### config.mk
export PLATFORM = sky130hd
export DESIGN_NAME = ipt_lookup
export DESIGN_NICKNAME = d
export VERILOG_FILES = /design/src/rtl/ipt_pkg.sv /design/src/rtl/ipt_ram.sv /design/src/rtl/ipt_hash.sv /design/src/rtl/ipt_walker.sv /design/src/rtl/ipt_lookup.sv
export SDC_FILE = /design/constraint.sdc
export NUM_CORES = 2
export LEC_CHECK = 0
export ABC_CLOCK_PERIOD_IN_PS = 2490
export BUFFER_PORTS_ARGS = -buffer_cell sky130_fd_sc_hd__buf_4
export CORE_UTILIZATION = 32
export CTS_CLUSTER_SIZE = 12
export DETAILED_ROUTE_END_ITERATION = 8
export GPL_TIMING_DRIVEN = 0
export PLACE_DENSITY = 0.57
export SYNTH_ARGS = -nofsm -noshare
export SYNTH_HDL_FRONTEND = slang
export SYNTH_SLANG_ARGS = --single-unit
### constraint.sdc
create_clock -name clk -period 2.49 [get_ports clk]
set_input_delay 0.3735 -clock clk [delete_from_list [all_inputs] [get_ports clk]]
set_output_delay 0.3735 -clock clk [all_outputs]
set_load 0.005 [all_outputs]
### src/rtl/ipt_pkg.sv
package ipt_pkg;
  typedef enum logic [1:0] {
    IPT_OK        = 2'd0,
    IPT_MISS      = 2'd1,
    IPT_CHAIN_OVF = 2'd2
  } ipt_status_e;

  typedef enum logic [1:0] {
    W_IDLE,
    W_ANCHOR,
    W_COMPARE,
    W_RESULT
  } walk_state_e;
endpackage

### src/rtl/ipt_ram.sv
module ipt_ram #(
  parameter int DEPTH = 16,
  parameter int DW    = 8,
  localparam int AW   = $clog2(DEPTH)
) (
  input  logic          clk,
  input  logic          we,
  input  logic [AW-1:0] waddr,
  input  logic [DW-1:0] wdata,
  input  logic          re,
  input  logic [AW-1:0] raddr,
  output logic [DW-1:0] rdata
);
  logic [DW-1:0] mem [DEPTH];

  always_ff @(posedge clk) begin
    if (we) mem[waddr] <= wdata;
    if (re) rdata <= mem[raddr];
  end
endmodule

### src/rtl/ipt_hash.sv
module ipt_hash #(
  parameter int VPN_W  = 16,
  parameter int HASH_W = 4
) (
  input  logic [VPN_W-1:0]  vpn,
  output logic [HASH_W-1:0] bucket
);
  localparam int HALF_W = VPN_W / 2;
  localparam int SLICES = HALF_W / HASH_W;

  logic [HALF_W-1:0] folded;
  logic [HASH_W-1:0] acc [SLICES+1];

  assign folded = vpn[VPN_W-1:HALF_W] ^ vpn[HALF_W-1:0];
  assign acc[0] = '0;

  for (genvar s = 0; s < SLICES; s++) begin : g_fold
    assign acc[s+1] = acc[s] ^ folded[s*HASH_W +: HASH_W];
  end

  assign bucket = acc[SLICES];
endmodule

### src/rtl/ipt_walker.sv
module ipt_walker
  import ipt_pkg::*;
#(
  parameter int VA_W     = 32,
  parameter int OFF_W    = 16,
  parameter int FRAME_W  = 6,
  parameter int MAX_HOPS = 16,
  localparam int VPN_W   = VA_W - OFF_W,
  localparam int FRM_W   = VPN_W + FRAME_W + 1
) (
  input  logic               clk,
  input  logic               rst_n,
  input  logic               req_valid,
  output logic               req_ready,
  input  logic [VA_W-1:0]    req_vaddr,
  output logic               rsp_valid,
  input  logic               rsp_ready,
  output logic [VA_W-1:0]    rsp_paddr,
  output logic [1:0]         rsp_status,
  output logic               anc_re,
  input  logic [FRAME_W:0]   anc_rdata,
  output logic               frm_re,
  output logic [FRAME_W-1:0] frm_raddr,
  input  logic [FRM_W-1:0]   frm_rdata
);
  localparam int HOP_W = $clog2(MAX_HOPS + 1);

  walk_state_e        state_q;
  logic [VA_W-1:0]    vaddr_q;
  logic [FRAME_W-1:0] cur_q;
  logic [HOP_W-1:0]   hops_q;
  logic [VA_W-1:0]    paddr_q;
  logic [1:0]         status_q;

  logic               a_valid, f_link_ok, f_hit, at_limit;
  logic [FRAME_W-1:0] a_idx, f_link;
  logic [VPN_W-1:0]   f_vpn;

  always_comb begin
    a_valid   = anc_rdata[FRAME_W];
    a_idx     = anc_rdata[FRAME_W-1:0];
    f_vpn     = frm_rdata[FRM_W-1:FRAME_W+1];
    f_link_ok = frm_rdata[FRAME_W];
    f_link    = frm_rdata[FRAME_W-1:0];
    f_hit     = (f_vpn == vaddr_q[VA_W-1:OFF_W]);
    at_limit  = (hops_q == HOP_W'(MAX_HOPS));
    frm_re    = ((state_q == W_ANCHOR) && a_valid) ||
                ((state_q == W_COMPARE) && !f_hit && f_link_ok && !at_limit);
    frm_raddr = (state_q == W_ANCHOR) ? a_idx : f_link;
  end

  assign req_ready  = (state_q == W_IDLE);
  assign anc_re     = req_valid && req_ready;
  assign rsp_valid  = (state_q == W_RESULT);
  assign rsp_paddr  = paddr_q;
  assign rsp_status = status_q;

  always_ff @(posedge clk) begin
    if (!rst_n) begin
      state_q  <= W_IDLE;
      vaddr_q  <= '0;
      cur_q    <= '0;
      hops_q   <= '0;
      paddr_q  <= '0;
      status_q <= IPT_OK;
    end else begin
      unique case (state_q)
        W_IDLE: if (req_valid) begin
          vaddr_q <= req_vaddr;
          state_q <= W_ANCHOR;
        end
        W_ANCHOR: begin
          if (!a_valid) begin
            paddr_q  <= '0;
            status_q <= IPT_MISS;
            state_q  <= W_RESULT;
          end else begin
            cur_q   <= a_idx;
            hops_q  <= '0;
            state_q <= W_COMPARE;
          end
        end
        W_COMPARE: begin
          if (f_hit) begin
            paddr_q  <= {{(VPN_W-FRAME_W){1'b0}}, cur_q, vaddr_q[OFF_W-1:0]};
            status_q <= IPT_OK;
            state_q  <= W_RESULT;
          end else if (!f_link_ok) begin
            paddr_q  <= '0;
            status_q <= IPT_MISS;
            state_q  <= W_RESULT;
          end else if (at_limit) begin
            paddr_q  <= '0;
            status_q <= IPT_CHAIN_OVF;
            state_q  <= W_RESULT;
          end else begin
            hops_q <= hops_q + 1'b1;
            cur_q  <= f_link;
          end
        end
        W_RESULT: if (rsp_ready) state_q <= W_IDLE;
        default: state_q <= W_IDLE;
      endcase
    end
  end
endmodule

### src/rtl/ipt_lookup.sv
module ipt_lookup #(
  parameter int VA_W     = 32,
  parameter int OFF_W    = 16,
  parameter int FRAME_W  = 6,
  parameter int HASH_W   = 4,
  parameter int MAX_HOPS = 16
) (
  input  logic                          clk,
  input  logic                          rst_n,
  input  logic                          req_valid,
  output logic                          req_ready,
  input  logic [VA_W-1:0]               req_vaddr,
  output logic                          rsp_valid,
  input  logic                          rsp_ready,
  output logic [VA_W-1:0]               rsp_paddr,
  output logic [1:0]                    rsp_status,
  input  logic                          cfg_we,
  input  logic                          cfg_sel,
  input  logic [FRAME_W-1:0]            cfg_addr,
  input  logic [VA_W-OFF_W+FRAME_W:0]   cfg_wdata
);
  localparam int VPN_W    = VA_W - OFF_W;
  localparam int ANC_W    = FRAME_W + 1;
  localparam int FRM_W    = VPN_W + FRAME_W + 1;
  localparam int NFRAMES  = 1 << FRAME_W;
  localparam int NBUCKETS = 1 << HASH_W;

  logic [HASH_W-1:0]  bucket;
  logic               anc_re, frm_re;
  logic [ANC_W-1:0]   anc_rdata;
  logic [FRAME_W-1:0] frm_raddr;
  logic [FRM_W-1:0]   frm_rdata;
  logic               unused_cfg_bits;

  assign unused_cfg_bits = ^{cfg_addr[FRAME_W-1:HASH_W], cfg_wdata[FRM_W-1:ANC_W]};

  ipt_hash #(.VPN_W(VPN_W), .HASH_W(HASH_W)) u_hash (
    .vpn    (req_vaddr[VA_W-1:OFF_W]),
    .bucket (bucket)
  );

  ipt_ram #(.DEPTH(NBUCKETS), .DW(ANC_W)) u_anchor_ram (
    .clk   (clk),
    .we    (cfg_we && !cfg_sel),
    .waddr (cfg_addr[HASH_W-1:0]),
    .wdata (cfg_wdata[ANC_W-1:0]),
    .re    (anc_re),
    .raddr (bucket),
    .rdata (anc_rdata)
  );

  ipt_ram #(.DEPTH(NFRAMES), .DW(FRM_W)) u_frame_ram (
    .clk   (clk),
    .we    (cfg_we && cfg_sel),
    .waddr (cfg_addr),
    .wdata (cfg_wdata),
    .re    (frm_re),
    .raddr (frm_raddr),
    .rdata (frm_rdata)
  );

  ipt_walker #(
    .VA_W(VA_W), .OFF_W(OFF_W), .FRAME_W(FRAME_W), .MAX_HOPS(MAX_HOPS)
  ) u_walker (
    .clk        (clk),
    .rst_n      (rst_n),
    .req_valid  (req_valid),
    .req_ready  (req_ready),
    .req_vaddr  (req_vaddr),
    .rsp_valid  (rsp_valid),
    .rsp_ready  (rsp_ready),
    .rsp_paddr  (rsp_paddr),
    .rsp_status (rsp_status),
    .anc_re     (anc_re),
    .anc_rdata  (anc_rdata),
    .frm_re     (frm_re),
    .frm_raddr  (frm_raddr),
    .frm_rdata  (frm_rdata)
  );
endmodule

# Word-level counts from Yosys, hierarchy flattened

Memory sizes are Yosys's and may differ from the RTL's. A register that Yosys moved wholly into a read port is not among the register bits.
Cells that the tools add are included.

Flip-flop bits (word level): 79
Bits in writable memories: 1584
Input port bits: 67
Word-level logic and storage cells: 73
Memories: 2

$add $sub $neg: 1
Equality and inequality tests: 13
Multiplexer cells: 32
Bitwise logic cells: 2
Reduce and logical (&&, ||, !) cells: 17

Memories:

| memory           | depth | width | read ports | clocked after memory_dff | write ports | RTL line      | text |
|---|---|---|---|---|---|---|---|
| u_frame_ram.mem  | 64    | 23    | 1          | 1                        | 1           | ipt_ram.sv:14 | `logic [DW-1:0] mem [DEPTH];` |
| u_anchor_ram.mem | 16    | 7     | 1          | 1                        | 1           | ipt_ram.sv:14 |  |

Operators with widths:

| cell                                                | number |
|---|---|
| two-way mux 32 bit                                  | 4 |
| one-hot mux 32 bit (2 select lines)                 | 1 |
| two-way mux 6 bit                                   | 5 |
| two-way mux 5 bit                                   | 4 |
| two-way mux 2 bit                                   | 9 |
| equality test 16 bit                                | 1 |
| != test 2 bit, second input constant                | 6 |
| one-hot mux 6 bit (2 select lines)                  | 1 |
| one-hot mux 5 bit (2 select lines)                  | 1 |
| one-hot mux 2 bit (4 select lines)                  | 1 |
| XOR 8 bit                                           | 1 |
| logical AND 1 bit                                   | 7 |
| AND reduction 3 bit                                 | 2 |
| adder 5 x 1 -> 5 bit, second input constant         | 1 |
| equality test 5 bit, second input constant          | 1 |
| two-way mux 1 bit                                   | 5 |
| AND reduction 5 bit                                 | 1 |
| equality test 2 bit, second input constant          | 2 |
| != test 4 x 2 -> 1 bit, second input constant       | 1 |
| one-hot mux 2 bit (2 select lines)                  | 1 |
| XOR 4 bit                                           | 1 |
| logical NOT 1 bit                                   | 3 |
| equality test 2 x 1 -> 1 bit, second input constant | 1 |
| logical NOT 2 bit                                   | 1 |
| other kinds (4)                                     | 4 |

# Longest topological paths before layout

Depth after elaboration: 6
Depth in mapped cells: 12

# Hierarchy

From an unflattened synthesis, not the netlist that was laid out.

Cell total of the unflattened synthesis: 3048
Area total of the unflattened synthesis: 64939.8 um^2

Modules (own cells, without submodules):

| module                 | times used | cells an instance | area an instance (um^2) | seq. area each (um^2) |
|---|---|---|---|---|
| ipt_ram (u_frame_ram)  | 1          | 2446              | 56950.9                 | 44893.1 |
| ipt_ram (u_anchor_ram) | 1          | 203               | 4600.7                  | 3573.4 |
| ipt_walker             | 1          | 385               | 3266.9                  | 1381.3 |
| ipt_hash               | 1          | 12                | 105.1                   | 0.0 |
| ipt_lookup             | 1          | 2                 | 16.3                    | 0.0 |

# Worst setup path after synthesis

Ideal clock, no wire load.

Path type: in2reg
From: in cfg_addr[4]
To: mem u_frame_ram.mem[16][0] (netlist name) (enable)
Data arrival time: 2.192 ns
Required time: 2.087 ns
Path slack: -0.105 ns
Cell stages on the path: 4
Cell sequence: clkbuf_1 -> or3b_2 -> clkbuf_1 -> nor2_1

RTL lines:

| what               | RTL line         | text |
|---|---|---|
| start: declaration | ipt_lookup.sv:19 | `input logic [FRAME_W-1:0] cfg_addr,` |
| end: declaration   | ipt_ram.sv:14    |  |

No word-level cell before the write port.

# Final worst setup path

From: reg u_walker.state_q[1]
To: reg u_frame_ram.rdata[6], read port of u_frame_ram.mem, data pin

Longest elaborated chain between the ends: 5
Elaborated cells on any way between the ends: 8

Ends and longest elaborated chain:

| what                           | RTL line         | text |
|---|---|---|
| start: declaration             | ipt_walker.sv:28 | `walk_state_e state_q;` |
| start signal: assignment       | ipt_walker.sv:60 | `state_q <= W_IDLE;` |
| start signal: assignment       | ipt_walker.sv:70 | `state_q <= W_ANCHOR;` |
| start signal: assignment       | ipt_walker.sv:76 | `state_q <= W_RESULT;` |
| equality test 2 bit            | ipt_walker.sv:48 | `((state_q == W_COMPARE) && !f_hit && f_link_ok && !at_limit);` |
| logical AND 1 bit (3 in a row) | ipt_walker.sv:48 |  |
| logical OR 1 bit               | ipt_walker.sv:47 | `frm_re = ((state_q == W_ANCHOR) && a_valid) \|\|` |
| end: declaration               | ipt_ram.sv:12    | `output logic [DW-1:0] rdata` |

Several ways; a longest one is shown, not always the timed one.
A chain may end at the register's enable or synchronous reset.

==> results.json <==
{
  "clk_pin_slew_ps": 60,
  "synth_warnings": 0,
  "clock-skew-final_ps": 50.53,
  "antenna_found_initial": 20,
  "ir_drop_uv": 770.8,
  "dp_slack_ps": -2495,
  "ioPinCount": 103,
  "firstDrtPassIters": 8,
  "die_x_um": 479.3,
  "power_w": 0.1129,
  "path_class": "register to register",
  "slew_headroom_pct": 10.84,
  "cts_tree": "built",
  "clockRootBuffer": "clkbuf_16",
  "synthTopCellsByCount": "edfxtp_1 (1614), nand2_1 (1591), a22oi_1 (745)",
  "r2r-start": "u_walker.state_q[1]$_SDFFE_PN0P_",
  "maxClockFrequency_mhz": 291.2,
  "cp-startpoint": "u_walker.state_q[1]$_SDFFE_PN0P_",
  "drive_gt1_share_pct": 20.90,
  "io_buffer_count": 88,
  "slew_violations": 0,
  "p_leak_nw": 28.89,
  "finalCritPeriodShare_pct": 137.9,
  "r2r_slack_ps": -940,
  "critPathRequiredTime_ps": 3070,
  "layout_setup_ws_ps": -944.3,
  "initial_core_util_pct": 32.32,
  "synth_top_area_share_pct": 66.48,
  "max_cap_viol_count": 0,
  "synth_top_cell_by_area": "edfxtp_1",
  "worst_slew_pin_slew_ps": 1337,
  "r2r_end": "u_frame_ram.rdata[6]$_DFFE_PP_",
  "cp_max_fo": 10,
  "synth-edff-count": 1614,
  "dp_hpwl_um": 173200,
  "ys_types": 58,
  "drt_iter0_drc": 7985,
  "synth-main-ff-cell": "edfxtp_1",
  "remaining_drc_errors": 0,
  "cp-endpoint": "u_frame_ram.rdata[6]$_DFFE_PP_",
  "grt_overflow": 0,
  "syn2layout_area_growth_pct": 22.46,
  "grt_pass1_vias": 51680,
  "track_usage_pct": 22.24,
  "synth_area_leaders": "edfxtp_1 (66%), nand2_1 (8.2%), a22oi_1 (7.7%), a21oi_1 (3.6%), o22ai_1 (2.4%)",
  "grt_setup_unrepaired": "yes",
  "die_y_um": 479.3,
  "clock-sinks": 1683,
  "routed_via_density": 5.771,
  "rr_worst_depth": 12,
  "rows": 174,
  "synth_seq_cells": 1683,
  "htreeDepth": 4,
  "dpl_cell_area_sq_um": 78490,
  "drtAntennaViolNets": 0,
  "p_per_area_nw_per_um2": 1265,
  "setup_viol_count_final": 258,
  "grt_pass1_wl_um": 370500,
  "clock_path_buffers": 3,
  "fillCellCount": 21170,
  "outcome": "complete, but fails checks",
  "start_kind": "register",
  "netlist_area_sq_um": 72900,
  "fp.dieArea_sq_um": 229700,
  "async_flop_share_pct": 0,
  "place_inst": 9200,
  "hold_class": "primary input to register",
  "coreArea_sq_um": 225500,
  "syn_inst": 6062,
  "hold_slack_ps": 89.74,
  "wl_met2_um": 116900,
  "violations": "setup timing",
  "synth.most_common_cell": "edfxtp_1",
  "top_layer": "met5",
  "fin_cells": 9631,
  "grt_start_max_net_pins": 81,
  "end_kind": "register",
  "avgRoutedWirePerCell_um": 27.66,
  "ys_seq_area_share_pct": 68.38,
  "tritoncts.num_buffers": 178,
  "min_period_ps": 3434,
  "drt-met1-wl_um": 106200,
  "syn_avg_cell_area_sq_um": 12.03,
  "design_area_sq_um": 89270,
  "gp_congestion": 0.9553,
  "vias": 55580,
  "wl_met3_um": 30190,
  "clk_latency_ps": 860,
  "worst_ep_arrival_time_ps": 4010,
  "finalHoldViolCount": 0,
  "nets": 6565,
  "finalWirelength_um": 266400
}
-- state kept, by name, summed over array words and instances, names as in the netlist --
| register | flops |
|---|---|
| u_frame_ram.mem | 1472 |
| u_anchor_ram.mem | 112 |
| u_walker.vaddr_q | 32 |
| u_frame_ram.rdata | 23 |
| u_walker.rsp_paddr | 22 |
| u_anchor_ram.rdata | 7 |
| u_walker.cur_q | 6 |
| u_walker.hops_q | 5 |
| u_walker.rsp_status | 2 |
| u_walker.state_q | 2 |
-- where the power goes --
group	leakage (nW)	total [W]	switching, W	internal (W)
combinational	11.2	0.0554	0.0373	0.0181
sequential	15.1	0.0322	0.000370	0.0319
clock	2.61	0.0252	0.0117	0.0136
total	28.9	0.113	0.0494	0.0636
-- per-layer routing --
metal | global-route usage, % | vias to the layer above
met2 | 33.56 | 3173
met3 | 5.192 | 527
met4 | 10.45 | 6
met1 | 30.18 | 27870
met5 | 0 | -
li1 | - | 24000
-- cells in the final DEF, fill, tap and decap left out, types with 24 or more instances in the layout --
master / n
edfxtp_1: 1614
nand2_1: 1588
a22oi_1: 581
a21oi_1: 494
o22ai_1: 257
clkbuf_16: 189
buf_4: 175
a22oi_2: 169
clkbuf_1: 131
clkbuf_2: 125
buf_2: 85
o21ai_1: 82
o21ai_2: 75
nor3_1: 74
dfxtp_1: 67
nor3_2: 59
nand4_1: 50
nor4_4: 50
buf_8: 47
clkbuf_4: 46
clkinv_1: 42
nor2_2: 38
buf_6: 37
nor2_4: 37
dlygate4sd3_1: 35
nor2_1: 33
buf_12: 29
nand3_1: 29
o31ai_2: 25
a21oi_2: 25
xnor2_1: 24
-- cell families (layout without fill, tap and decap cells) --
family | after synthesis | after routing | share of synthesized area (%)
other cells | 1 | 21 | 0.005144
flops | 1683 | 1683 | 68.38
compound gates | 1801 | 1801 | 15.72
mux | 36 | 36 | 1.040
xor+xnor | 30 | 30 | 0.3707
simple gates | 2032 | 2036 | 11.35
buf+inv | 473 | 1026 | 3.029
fa+ha+maj | 6 | 6 | 0.1030
-- repair_timing --
action	CTS	global route
hold endpoints to repair	38	0
gates cloned	3	15
endpoints found under the setup margin	281	543
hold buffers	35	0
gates resized for setup	820	397
buffers inserted	17	41
pin swaps	126	146
-- stage by stage --
stage	util (%)	setup TNS, ps
global placement	34.29	-2413460
finish	39.58	-27770
global route	39.57	-19660
CTS	38.70	-17660
detailed placement	34.80	-1033630
floorplan	-	-19330
-- worst min path at each step --
stage	from	to	slack, ps	cells past startpoint
final	rsp_ready	u_walker.state_q[0]$_SDFFE_PN0P_	90	4
after global routing	rsp_ready	u_walker.state_q[0]$_SDFFE_PN0P_	80	4
after CTS	rsp_ready	u_walker.state_q[0]$_SDFFE_PN0P_	20	4
after detailed placement	u_walker.rsp_paddr[15]$_SDFFE_PN0P_	u_walker.rsp_paddr[15]$_SDFFE_PN0P_	450	2
after global placement	u_walker.rsp_paddr[6]$_SDFFE_PN0P_	u_walker.rsp_paddr[6]$_SDFFE_PN0P_	440	2
after floorplan	u_walker.vaddr_q[0]$_SDFFE_PN0P_	u_walker.vaddr_q[0]$_SDFFE_PN0P_	440	2
-- worst max-delay path, cell delays in order (launching register included) --
cell       delay (ps)
dfxtp_2           350
inv_2              50
ha_4              170
clkbuf_16         150
and2_4            270
buf_16            220
buf_4             130
buf_6             130
a22oi_1           230
o22ai_1           110
o21ai_1           320
nand4_1           390
nor4_4            630
-- layout make-up --
class / count / area [sq um] / share of cell area (%)
multi-input combinational: 3919 / 24310 / 27.23
inverter: 11 / 41.29 / 0.04625
tap: 2992 / 3744 / 4.193
antenna: 11 / 27.53 / 0.03083
buffer: 456 / 3127 / 3.503
timing repair buffer: 243 / 2789 / 3.124
sequential: 1683 / 49850 / 55.84
clock buffer: 231 / 4681 / 5.243
clock inverter: 85 / 699.4 / 0.7835
Note: power is estimated with default switching activity, not from simulation.
